[src/rtl/bb_pkg.sv]
package bb_pkg;
  localparam int WORD_W    = 32;
  localparam int BIT_SEL_W = $clog2(WORD_W);

  typedef enum logic [1:0] {
    RG_NONE  = 2'd0,
    RG_REAL  = 2'd1,
    RG_ALIAS = 2'd2
  } region_e;

  typedef enum logic [2:0] {
    ST_IDLE = 3'd0,
    ST_RD   = 3'd1,
    ST_WAIT = 3'd2,
    ST_WR   = 3'd3,
    ST_RSP  = 3'd4
  } state_e;
endpackage

[src/rtl/bb_addr_decode.sv]
module bb_addr_decode
  import bb_pkg::*;
#(
  parameter logic [31:0] REAL_BASE  = 32'h2000_0000,
  parameter logic [31:0] ALIAS_BASE = 32'h2200_0000,
  parameter int          REAL_LOG2  = 20,
  localparam int         ALIAS_LOG2 = REAL_LOG2 + 5,
  localparam int         IDX_W      = REAL_LOG2 - 2
) (
  input  logic [31:0]          addr,
  output region_e              region,
  output logic [IDX_W-1:0]     word_idx,
  output logic [BIT_SEL_W-1:0] bit_sel
);
  logic real_hit, alias_hit;

  // Window hits compare only the bits above each span
  assign real_hit  = (addr[31:REAL_LOG2]  == REAL_BASE[31:REAL_LOG2]);
  assign alias_hit = (addr[31:ALIAS_LOG2] == ALIAS_BASE[31:ALIAS_LOG2]);

  always_comb begin
    region   = RG_NONE;
    word_idx = '0;
    bit_sel  = '0;
    if (alias_hit) begin
      region   = RG_ALIAS;
      word_idx = addr[ALIAS_LOG2-1:7];
      bit_sel  = addr[6:2];
    end else if (real_hit) begin
      region   = RG_REAL;
      word_idx = addr[REAL_LOG2-1:2];
    end
  end
endmodule

[src/rtl/bb_bit_merge.sv]
module bb_bit_merge
  import bb_pkg::*;
(
  input  logic [WORD_W-1:0]    word_in,
  input  logic [BIT_SEL_W-1:0] bit_sel,
  input  logic                 bit_val,
  output logic                 bit_out,
  output logic [WORD_W-1:0]    word_out
);
  always_comb begin
    bit_out  = 1'b0;
    word_out = word_in;
    for (int i = 0; i < WORD_W; i++) begin
      if (bit_sel == BIT_SEL_W'(i)) begin
        bit_out     = word_in[i];
        word_out[i] = bit_val;
      end
    end
  end
endmodule

[src/rtl/bb_seq.sv]
module bb_seq
  import bb_pkg::*;
#(
  parameter int IDX_W = 18
) (
  input  logic                 clk,
  input  logic                 rst,
  input  logic                 req_valid,
  output logic                 req_ready,
  input  logic                 req_write,
  input  logic [WORD_W-1:0]    req_wdata,
  input  region_e              dec_region,
  input  logic [IDX_W-1:0]     dec_idx,
  input  logic [BIT_SEL_W-1:0] dec_bit,
  output logic                 rsp_valid,
  input  logic                 rsp_ready,
  output logic [WORD_W-1:0]    rsp_rdata,
  output logic                 rsp_err,
  output logic                 mem_en,
  output logic                 mem_we,
  output logic [IDX_W-1:0]     mem_addr,
  output logic [WORD_W-1:0]    mem_wdata,
  input  logic [WORD_W-1:0]    mem_rdata,
  output logic [BIT_SEL_W-1:0] op_bit,
  output logic                 op_bit_val,
  input  logic                 sel_bit,
  input  logic [WORD_W-1:0]    merged_word
);
  state_e               state;
  region_e              op_region;
  logic                 op_write;
  logic [IDX_W-1:0]     op_idx;
  logic [WORD_W-1:0]    word_q;
  logic [WORD_W-1:0]    rdata_q;
  logic                 err_q;

  assign req_ready  = (state == ST_IDLE);
  assign rsp_valid  = (state == ST_RSP);
  assign rsp_rdata  = rdata_q;
  assign rsp_err    = err_q;
  assign mem_en     = (state == ST_RD) || (state == ST_WR);
  assign mem_we     = (state == ST_WR);
  assign mem_addr   = op_idx;
  assign mem_wdata  = word_q;
  assign op_bit_val = word_q[0];

  always_ff @(posedge clk) begin
    if (rst) begin
      state     <= ST_IDLE;
      op_region <= RG_NONE;
      op_write  <= 1'b0;
      op_idx    <= '0;
      op_bit    <= '0;
      word_q    <= '0;
      rdata_q   <= '0;
      err_q     <= 1'b0;
    end else begin
      unique case (state)
        ST_IDLE: if (req_valid) begin
          op_region <= dec_region;
          op_write  <= req_write;
          op_idx    <= dec_idx;
          op_bit    <= dec_bit;
          word_q    <= req_wdata;
          rdata_q   <= '0;
          err_q     <= 1'b0;
          if (dec_region == RG_NONE) begin
            err_q <= 1'b1;
            state <= ST_RSP;
          end else if (dec_region == RG_REAL && req_write) begin
            state <= ST_WR;
          end else begin
            state <= ST_RD;
          end
        end
        ST_RD:   state <= ST_WAIT;
        ST_WAIT: begin
          if (op_region == RG_REAL) begin
            rdata_q <= mem_rdata;
            state   <= ST_RSP;
          end else if (!op_write) begin
            rdata_q <= {{(WORD_W-1){1'b0}}, sel_bit};
            state   <= ST_RSP;
          end else begin
            word_q  <= merged_word;
            state   <= ST_WR;
          end
        end
        ST_WR:   state <= ST_RSP;
        ST_RSP:  if (rsp_ready) state <= ST_IDLE;
        default: state <= ST_IDLE;
      endcase
    end
  end
endmodule

[src/rtl/bitband_xlate.sv]
module bitband_xlate
  import bb_pkg::*;
#(
  parameter logic [31:0] REAL_BASE  = 32'h2000_0000,
  parameter logic [31:0] ALIAS_BASE = 32'h2200_0000,
  parameter int          REAL_LOG2  = 20,
  localparam int         IDX_W      = REAL_LOG2 - 2
) (
  input  logic             clk,
  input  logic             rst,
  input  logic             req_valid,
  output logic             req_ready,
  input  logic             req_write,
  input  logic [31:0]      req_addr,
  input  logic [31:0]      req_wdata,
  output logic             rsp_valid,
  input  logic             rsp_ready,
  output logic [31:0]      rsp_rdata,
  output logic             rsp_err,
  output logic             mem_en,
  output logic             mem_we,
  output logic [IDX_W-1:0] mem_addr,
  output logic [31:0]      mem_wdata,
  input  logic [31:0]      mem_rdata
);
  region_e              dec_region;
  logic [IDX_W-1:0]     dec_idx;
  logic [BIT_SEL_W-1:0] dec_bit;
  logic [BIT_SEL_W-1:0] op_bit;
  logic                 op_bit_val;
  logic                 sel_bit;
  logic [WORD_W-1:0]    merged_word;

  bb_addr_decode #(
    .REAL_BASE (REAL_BASE),
    .ALIAS_BASE(ALIAS_BASE),
    .REAL_LOG2 (REAL_LOG2)
  ) u_dec (
    .addr    (req_addr),
    .region  (dec_region),
    .word_idx(dec_idx),
    .bit_sel (dec_bit)
  );

  bb_bit_merge u_merge (
    .word_in (mem_rdata),
    .bit_sel (op_bit),
    .bit_val (op_bit_val),
    .bit_out (sel_bit),
    .word_out(merged_word)
  );

  bb_seq #(.IDX_W(IDX_W)) u_seq (
    .clk        (clk),
    .rst        (rst),
    .req_valid  (req_valid),
    .req_ready  (req_ready),
    .req_write  (req_write),
    .req_wdata  (req_wdata),
    .dec_region (dec_region),
    .dec_idx    (dec_idx),
    .dec_bit    (dec_bit),
    .rsp_valid  (rsp_valid),
    .rsp_ready  (rsp_ready),
    .rsp_rdata  (rsp_rdata),
    .rsp_err    (rsp_err),
    .mem_en     (mem_en),
    .mem_we     (mem_we),
    .mem_addr   (mem_addr),
    .mem_wdata  (mem_wdata),
    .mem_rdata  (mem_rdata),
    .op_bit     (op_bit),
    .op_bit_val (op_bit_val),
    .sel_bit    (sel_bit),
    .merged_word(merged_word)
  );
endmodule

[config.mk]
export PLATFORM = sky130hd
export DESIGN_NAME = bitband_xlate
export DESIGN_NICKNAME = d
export VERILOG_FILES = /design/src/rtl/bb_pkg.sv /design/src/rtl/bb_addr_decode.sv /design/src/rtl/bb_bit_merge.sv /design/src/rtl/bb_seq.sv /design/src/rtl/bitband_xlate.sv
export SDC_FILE = /design/constraint.sdc
export NUM_CORES = 1
export LEC_CHECK = 0
export CORE_MARGIN = 4
export CORE_UTILIZATION = 41
export DETAILED_ROUTE_END_ITERATION = 8
export GPL_TIMING_DRIVEN = 0
export PLACE_DENSITY = 0.74
export SLEW_MARGIN = 10
export SYNTH_ARGS = -nofsm -noshare
export SYNTH_HDL_FRONTEND = slang
export SYNTH_SLANG_ARGS = --single-unit
[constraint.sdc]
create_clock -name clk -period 2.8 [get_ports clk]
set_input_delay 0.84 -clock clk [delete_from_list [all_inputs] [get_ports clk]]
set_output_delay 0.84 -clock clk [all_outputs]
set_load 0.03 [all_outputs]
# == Word level (Yosys, flattened, before mapping) ==
# Index checks and enable logic that the tools add are counted.
# totals
reg_bits,94
output_inout_bits,87
input_bits,101
wordCells,150
# op_classes
eq_ne,45
muxes,85
n_reduce_logical,11
# op_table
op,count
$mux W32,6
$pmux W32 S2,2
$eq A5 B5 Y1 const B,16
$mux W1,66
$eq A5 B4 Y1 const B,8
$mux W18,2
$eq A5 B3 Y1 const B,4
$mux W3,5
$pmux W3 S5,1
$eq A12 B10 Y1 const B,1
$eq A5 B2 Y1 const B,2
$eq A7 B5 Y1 const B,1
$eq A3 B2 Y1 const B,2
$ne A2 B2 Y1 const B,3
$eq A5 B1 Y1 const B,1
$logic_not A5 Y1,1
$mux W5,1
$reduce_and A5 Y1,1
$eq A2 B1 Y1 const B,2
$mux W2,2
$ne A2 B1 Y1 const B,2
$reduce_and A2 Y1,2
$reduce_and A4 Y1,1
$eq A3 B1 Y1 const B,1
other kinds (8),8

# == Depth between registers and ports, before layout ==
# Gate-level depths: netlist of the first run.
# logic_depth
ltp_word,36
mapped_depth,9
mapped_depth_nobuf,6

# == By module ==
# From an unflattened synthesis of the first run, not the netlist that was laid out.
# unflattened
cells_unflattened,617
area_unflattened_um2,5539.1
# by_module_without_submodules
module,cells_each,n_inst,area_per_inst_um2,seq_area_each_um2
bb_seq,405,1,4110.2,1881.8
bb_bit_merge,156,1,1061.0,0.0
bb_addr_decode,56,1,367.9,0.0

# == Worst setup path before layout of the first run ==
# Ideal clock, no wire load.
# synth_timing
path_kind,in2reg
startpoint,in req_addr[25]
endpoint,reg u_seq.state[1]
t_required_ps,2714
path_stages,5
n_path_buf,1
t_arrival_ps,2188
slack_ps,527
setup_time_ps,86
cell_sequence,or4_1 nor4_1 buf_2 nand2_1 a211oi_1
# synth_via
elab_chain_cells,9
elab_cells_between_ends,11
classes_between,eq/ne (3); mux (6); reduce/logical (2)
# synth_rtl
item,line_no,source
start: declaration,bitband_xlate.sv:14,"input logic [31:0] req_addr,"
$eq A12 B10 Y1,bb_addr_decode.sv:18,assign real_hit = (addr[31:REAL_LOG2] == REAL_BASE[31:REAL_LOG2]);
$mux W1,bb_addr_decode.sv:29,end else if (real_hit) begin
$mux W2 (*),bb_addr_decode.sv:25,if (alias_hit) begin
$eq A2 B1 Y1,bb_seq.sv:70,end else if (dec_region == RG_REAL && req_write) begin
$logic_and A1 B1 Y1,bb_seq.sv:70,
$mux W2,bb_seq.sv:70,
$mux W3 (*),bb_seq.sv:67,if (dec_region == RG_NONE) begin
$mux W3 (*),bb_seq.sv:59,ST_IDLE: if (req_valid) begin
$pmux W3 S5 (*),bb_seq.sv:58,unique case (state)
end signal: assignment,bb_seq.sv:69,state <= ST_RSP;
end signal: assignment,bb_seq.sv:71,state <= ST_WR;
end signal: assignment,bb_seq.sv:73,state <= ST_RD;
end: declaration,bb_seq.sv:29,state_e state;
# Mark *: on every way between the ends. The rest lies on a longest branch, timed or not. The select of a mux whose other input is x is not followed.
# A chain may end at the register's enable or synchronous reset.

# == Worst setup path in the final report of the first run ==
# layout_timing
startpoint,reg u_seq.state[1]
endpoint,out rsp_valid
# layout_via
elab_chain_cells,1
# layout_rtl
item,line_no,source
start signal: assignment,bb_seq.sv:49,state <= ST_IDLE;
start signal: assignment,bb_seq.sv:69,
start signal: assignment,bb_seq.sv:71,
$eq A3 B3 Y1,bb_seq.sv:38,assign rsp_valid = (state == ST_RSP);
end: declaration,bitband_xlate.sv:16,"output logic rsp_valid,"
# Every way passes these cells.

==> results of run 1 <==
## layout make-up
cell class / count / area [µm²] / area share (%)
tap: 143 / 179 / 2.51
inverter: 5 / 18.8 / 0.263
multi-input combinational: 474 / 2630 / 36.9
clock inverter: 4 / 30.0 / 0.421
timing repair buffer: 185 / 1850 / 26.0
clock buffer: 12 / 267 / 3.73
sequential: 94 / 1880 / 26.4
buffer: 63 / 275 / 3.86
## path summary, 6_finish.rpt
| check | endpoint | cells after the start | slack, ps |
|---|---|---|---|
| setup / recovery | rsp_valid | 4 | 140 |
| hold / removal | u_seq.rsp_err | 2 | 470 |
| setup reg to reg | u_seq.mem_wdata[31] | 8 | 430 |
| hold reg to reg | u_seq.rsp_err | 2 | 470 |
## critical path: cells and delay by family (launching register included)
| kind | cells | cell delay [ps] |
|---|---|---|
| and+or+nand+nor | 2 | 340 |
| DFF | 1 | 290 |
| buffers and inverters | 2 | 840 |
## metal layers
layer	vias to the layer above	global-route usage, %
li1	2699	-
met1	2654	33.2
met2	294	44.9
met3	50	5.85
met4	0	13.0
met5	-	0
## timing repair
action	4_1_cts	5_1_grt
endpoints found under the setup margin	9	33
setup buffers	0	0
hold endpoints to repair	0	0
hold buffers	0	0
gates resized for setup	1	1
## power by group through the flow
stage          clock (µW)  sequential, µW  combinational [µW]
2_1_floorplan           0            1540                 207
3_3_place_gp            0            1450                 641
3_5_place_dp            0            1450                 646
4_1_cts              1220            1420                 650
5_1_grt              1280            1430                 696
6_report             1210            1420                 653
## Yosys cell counts (5+ instances only)
cell type    n
nand2b_1     7
a311oi_1    26
nor2_1     138
and2_1       5
nor3_1      25
buf_2       12
a221oi_1    19
dfxtp_1     94
a21oi_1     51
inv_1        5
nor2b_1      8
nand2_1     52
clkbuf_1    45
o21ai_0     26
a211oi_1     9
nand3_1     15
mux2i_1      7
nand4_1      7
a22oi_1     32
nand3b_1     7
o22ai_1      5
## sequential cells by signal, indices dropped and copies added (netlist names)
signal / flops
u_seq.state: 3
u_seq.rsp_err: 1
u_seq.mem_addr: 18
u_seq.mem_wdata: 32
u_seq.op_region: 2
u_seq.op_write: 1
u_seq.rsp_rdata: 32
u_seq.op_bit: 5
## kinds of logic (layout without fill, tap and decap cells)
family / after synthesis / in the layout / share of synthesized area (%)
AOI/OAI and AO/OA: 186 / 186 / 26.4
buffers and inverters: 69 / 269 / 6.17
DFF: 94 / 94 / 39.1
muxes: 8 / 8 / 2.00
and+or+nand+nor: 280 / 280 / 26.3
## metrics by stage
stage          utilization (%)  hold WS [ps]  setup TNS [ps]  total power, µW
2_1_floorplan                -           445               0             1750
3_3_place_gp              59.6           453          -11340             2090
3_5_place_dp              59.6           458          -15690             2100
4_1_cts                   62.2           472               0             3290
5_1_grt                   62.2           497               0             3400
6_report                  62.2           467               0             3280
==> results.txt, run 1 <==
- The flow ran to the end, and the final reports show no timing, DRC or antenna violations.
- In this run the power spent charging and discharging nets is 920 µW.
- Cell type of the slowest stage on the worst timing path: clkdlybuf4s50_1
- Share of power burned in the clock network: 36.7%
* Number of flip-flops and latches in the synthesized netlist: 94
- Class of the worst hold path: reg2reg
- Clock-pin slew was measured on the worst setup and hold paths at 60 ps.
* Share of cells above drive strength 1: 4.42%
- Global routing used 27.0% of the available tracks across all layers.
* Max Cap Viol: 0
- P per Cell Area: 460 nW/µm²
- RSZ-0062 raised after global routing: false
* Delay of the slowest cell on the worst path: 670 ps
- The number of different library cells used by synthesis comes to 48.
* Final min period: 2660 ps
* Number of standard cells in the final layout excluding fillers: 980
- Yosys mapped a number of flops with a built-in enable equal to 0.
* Remaining design rule violation count: 0
- In the post-synthesis netlist, the biggest area contributors are dfxtp_1 (39%), nor2_1 (11%), a21oi_1 (5.3%), a22oi_1 (5.0%), a311oi_1 (4.7%).
- Per report_power, the combinational group accounts for 19.9% of the total.
- The initial utilization of the core area, before any placement, comes to 41.9%.
- In this run switching power makes up 28.1% of total power.
- For this block, the via count after detailed routing is 5697.
* Number of global-route vias before repair: 5603
- Uppermost layer routed: met4
* Total of buffers placed on input and output ports: 185
* Most common cell after layout, fill and taps aside: clkdlybuf4s50_1
- The critical path is of the reg2out type.
* Internal power component: 2360 µW
- I/O Pins: 188
* Syn_area_per_cell: 7.55 µm²
- Data on the critical path arrives at its endpoint at 1820 ps.
* Vias per inst: 5.81
- The cell area that synthesis handed to floorplanning was 4810 µm².
- Number of nets at the end of the flow: 933
* Wire length on met2: 8710 µm
- Drt pass-1 iters: 6
- Proportion of synthesized flip-flops having asynchronous set or reset: 0%
- Layout overhead on the synthesized area: 48.4%
- The top cell type by area accounts for 39.1% of the synthesized area.
- The startpoint identified for the worst register-to-register timing path is u_seq.op_bit[4].
* Post-Synthesis Net Count: 738
* Gr ovfl total: 0
- Floorplan die area: 13500 µm²
- The number of antenna diodes in the final layout is 0.
- Main synth FF type: dfxtp_1
* Root Driver: clkbuf_16
- First-iteration detailed-routing DRC count: 537
* Worst setup startpoint: u_seq.state[1]
- The final hold violation count is 0.
- Detailed-route wire length on metal 1: 7460 µm
* Sequential share of power: 43.3%
- Launch instance of the worst min-delay path: u_seq.rsp_err
* Required arrival time at the worst endpoint: 1960 ps
* Clock network latency to the later pin of the worst-skew pair: 350 ps
- IR analysis of the VDD net gives a maximum drop of 0.000274 V.
* DP Cell Count: 965
* Number of nets with antenna violations after detailed routing: 0
- Counting every instance in the synthesized netlist gives 637.
- Number of setup violations in the final report: 0
* Library cell occupying the most area in the post-synthesis netlist: dfxtp_1
- Worst-case setup margin in the final layout: 143 ps
* Die extent in x: 116 µm
- Clock skew after layout: 6.97 ps
- Static timing analysis puts the maximum clock frequency at 376 MHz.
- Final wirelength: 18700 µm
* Fillcell total: 1029
* Die height: 116 µm
* Leakage Power: 0.00243 µW
- DP Area: 6840 µm²
* Fraction of the yosys area taken by sequential cells: 39.1%
- Critical Path Start Type: flop
- Share of the clock period used by the worst path: 94.9%
* Routability Congestion: 0.929
* Clock H-tree levels: 3
- Pin count of the biggest net entering global routing: 16
* DR WL met3: 1880 µm
- The HPWL after detailed placement is 14300 µm.
* Worst-case headroom to the max-slew limit: 54.4%
* Transition time of the tightest slew-check pin: 679 ps
- The first global-routing pass estimated 28600 µm of wire.
- After floorplanning, the core was sized to cover 11500 µm².
- The worst setup path is captured at an output pin.
- TritonCTS built the clock tree.
- After floorplanning, the core was divided into 39 placement rows.
- Of all nets on the critical path, the largest fanout is 10.
- Final instance area: 7140 µm²
* Pre-CTS WS: -447 ps
* Num CTS Buffers: 9
- The initial antenna violation count is 0.
- Synthesis warning total: 0
- In the final routed layout, each cell accounts on average for 19.1 µm.
- Clock tree sinks: 94
* Max Root-Sink Buffers: 2
- Top library cells by usage in the layout, fill and taps aside: clkdlybuf4s50_1 (185), nor2_1 (138), dfxtp_1 (94)
* Critical Path, Cell by Cell: buf_2, nor2_1, and2_1, clkdlybuf4s50_1
- Number of max-slew violations in the final report: 0
Note: power is estimated with default switching activity, not from simulation.
==> run 2, diff against run 1 <==
--- a/config.mk
+++ b/config.mk
@@ -6,10 +6,10 @@
 export NUM_CORES = 1
 export LEC_CHECK = 0
 export CORE_MARGIN = 4
-export CORE_UTILIZATION = 41
+export CORE_UTILIZATION = 44
 export DETAILED_ROUTE_END_ITERATION = 8
 export GPL_TIMING_DRIVEN = 0
-export PLACE_DENSITY = 0.74
+export PLACE_DENSITY = 0.79
 export SLEW_MARGIN = 10
 export SYNTH_ARGS = -nofsm -noshare
 export SYNTH_HDL_FRONTEND = slang
==> results.txt, run 2 (synthesized netlist as in run 1, its figures left out) <==
- Delay-heaviest family, CP: buffers and inverters
- The share of total power dissipated in combinational logic is 22.2%.
- Detailed placement finished with a half-perimeter wire length of 14300 µm.
- Timing would allow up to 372 MHz.
* Initial Util: 45.9%
- TritonCTS clock tree: yes
* Floorplan die area: 12700 µm²
- CP bufs+invs: 2
- Total inserted antenna cells: 0
* Endpoint of the worst-slack reg-to-reg timing path: u_seq.rsp_rdata[0]
- Internal power component: 2030 µW
* Crit path kind: reg2out
* Delay of the slowest cell on the worst path: 670 ps
* Number of global-route vias before repair: 5487
- In this run the tool buffered the top-level ports with 185 buffer cells.
- P per Cell Area: 420 nW/µm²
- Clock H-tree levels: 3
* Number of hold violations in the final report: 0
- The share of total power dissipated in sequential elements is 48.2%.
- Setup slack, reg-to-reg: 410 ps
- Hold repair after CTS inserted 0 buffers.
- Sw frac: 31.3%
- Critical Path Start Type: flop
- DP Area: 6830 µm²
- Setup violations remaining at the end of the flow were counted as 0.
- Highest net fanout along the worst path: 10
- In the final routed layout, each cell accounts on average for 19.1 µm.
- Entering global routing, the biggest net connects 19 pins.
* RSZ-0062 raised after global routing: false
- Fill cells in the final layout number 949.
* Vias per inst: 5.80
- The floorplan has 37 rows.
* Remaining design rule violation count: 0
- Path length in cells of the critical path: 4
- Dividing the final minimum period by the clock period gives 96.0%.
* Transition time of the tightest slew-check pin: 728 ps
- Max IR drop VDD: 0.000294 V
* Required arrival time at the worst endpoint: 1960 ps
- Num CTS Buffers: 9
* DP Cell Count: 958
- Final instance area: 7020 µm²
* Final wirelength: 18600 µm
- Layout overhead on the synthesized area: 45.9%
- The smallest clock period supported by the final layout is computed as 2690 ps.
* Overall Global Routing Usage: 28.6%
* Net switching power of the design: 925 µW
- The first global-routing pass estimated 29300 µm of wire.
- Root Driver: clkbuf_8
- Clock tree sinks: 94
- Endpoint type of the worst setup path: output pin
- The startpoint identified for the worst register-to-register timing path is u_seq.op_bit[1].
- For this run, the post-layout net count is 933.
- Antenna violations before repair: 0
- Leaving out fill and tap cells, the most frequent cell in the layout is clkdlybuf4s50_1.
- Area of the core: 10500 µm²
- Number of nets with antenna violations after detailed routing: 0
- In this run the deepest clock path goes through 2 buffers.
- Class of the worst hold path: reg2reg
* Leakage Power: 0.00238 µW
- The max-slew violation count is 0.
- Worst setup startpoint: u_seq.state[1]
* Data arrival at the endpoint of the critical path: 1850 ps
- After the flow finishes, the layout carries non-filler instances totaling 973.
- Critical Path, Cell by Cell: buf_2, nor2_1, and2_1, clkdlybuf4s50_1
* Outcome: completed
- For the worst flop-to-flop path, the logic depth is 8.
- In this run the worst setup path terminates at rsp_valid.
* Clock transition at the registers of the reported paths: 90 ps
- In this run, the clock network consumes 29.6% of the power.
- Routability Congestion: 0.956
- For this block, the via count after detailed routing is 5639.
- Leaving out fill and tap cells, the most frequent cells in the layout are clkdlybuf4s50_1 (185), nor2_1 (138), dfxtp_1 (94).
- First-iteration detailed-routing DRC count: 504
- Across the run, the number of max-cap violations was 0.
- Cell type of the slowest stage on the worst timing path: clkdlybuf4s50_1
* Die height: 113 µm
* Die extent in x: 113 µm
* Clock network latency to the later pin of the worst-skew pair: 380 ps
- I/O Pins: 188
- Cells with a size suffix above 1 make up 4.42% of the layout.
- Before antenna repair, the detailed router went through 7 iterations.
* Worst-case headroom to the max-slew limit: 51.5%
- On the final layout, the worst clock skew is 13.9 ps.
- The total overflow left after global routing is 0.
run 2: changes by cell type in the layout (fill, tap and decap cells not counted):
| cell | delta |
|---|---|
| clkinv_2 | -1 |
| inv_6 | +5 |
| clkbuf_8 | +6 |
| clkinvlp_4 | -1 |
| clkbuf_16 | -9 |
run 2: tightest hold or removal path: cells and delay by family, from the launching register on:
kind,cells,cell delay [ps]
flip-flops,1,320
AND/OR/NAND/NOR,1,50
AO/OA/AOI/OAI,1,60
run 2: worst min-delay path by stage:
stage / start / cells after the start / to / slack [ps]
finish: u_seq.rsp_err / 2 / u_seq.rsp_err / 460
global route: u_seq.rsp_err / 2 / u_seq.rsp_err / 500
CTS: u_seq.rsp_err / 2 / u_seq.rsp_err / 470
detailed placement: u_seq.rsp_err / 2 / u_seq.rsp_err / 460
global placement: u_seq.rsp_err / 2 / u_seq.rsp_err / 450
floorplan: u_seq.op_region[1] / 2 / u_seq.op_region[1] / 440
run 2: per-layer routing:
| metal | global-route usage, % | part of all wire, % | vias up |
|---|---|---|---|
| li1 | - | - | 2692 |
| met1 | 36.4 | 41 | 2607 |
| met2 | 47.1 | 46 | 312 |
| met3 | 7.49 | 11 | 28 |
| met4 | 9.78 | 2.2 | 0 |
| met5 | 0 | 0 | - |
run 2: layout make-up:
cell class              instances  area [µm²]  share of cell area (%)
multi-input cells             474        2630                    37.5
flip-flops and latches         94        1880                    26.8
repair buffers                185        1850                    26.4
plain buffers                  63         275                    3.92
well taps                     136         170                    2.43
clock buffers                   9         124                    1.77
clock inverters                 7        61.3                   0.874
inverters                       5        18.8                   0.268
run 2: through the flow:
step                      total power (µW)  hold slack [ps]  setup slack, ps  util (%)  TNS, ps
final                                 2950              464              111      67.1        0
after global routing                  3060              496             15.6      67.1        0
after CTS                             2970              469             90.4      67.1        0
after detailed placement              2100              458             -410      65.3   -14260
after global placement                2090              450             -424      65.3   -12490
after floorplan                       1750              445              527         -        0
run 2: power by group through the flow:
| stage | clock network [µW] | logic [µW] | registers (µW) |
|---|---|---|---|
| after global placement | 0 | 642 | 1450 |
| after detailed placement | 0 | 646 | 1450 |
| after global routing | 937 | 698 | 1430 |
| final | 874 | 654 | 1420 |
| after floorplan | 0 | 207 | 1540 |
| after CTS | 894 | 650 | 1420 |
run 2: timing repair:
item / 4_1_cts / 5_1_grt
buffers inserted: 0 / 0
endpoints found under the setup margin: 1 / 7
gates resized for setup: 1 / 1
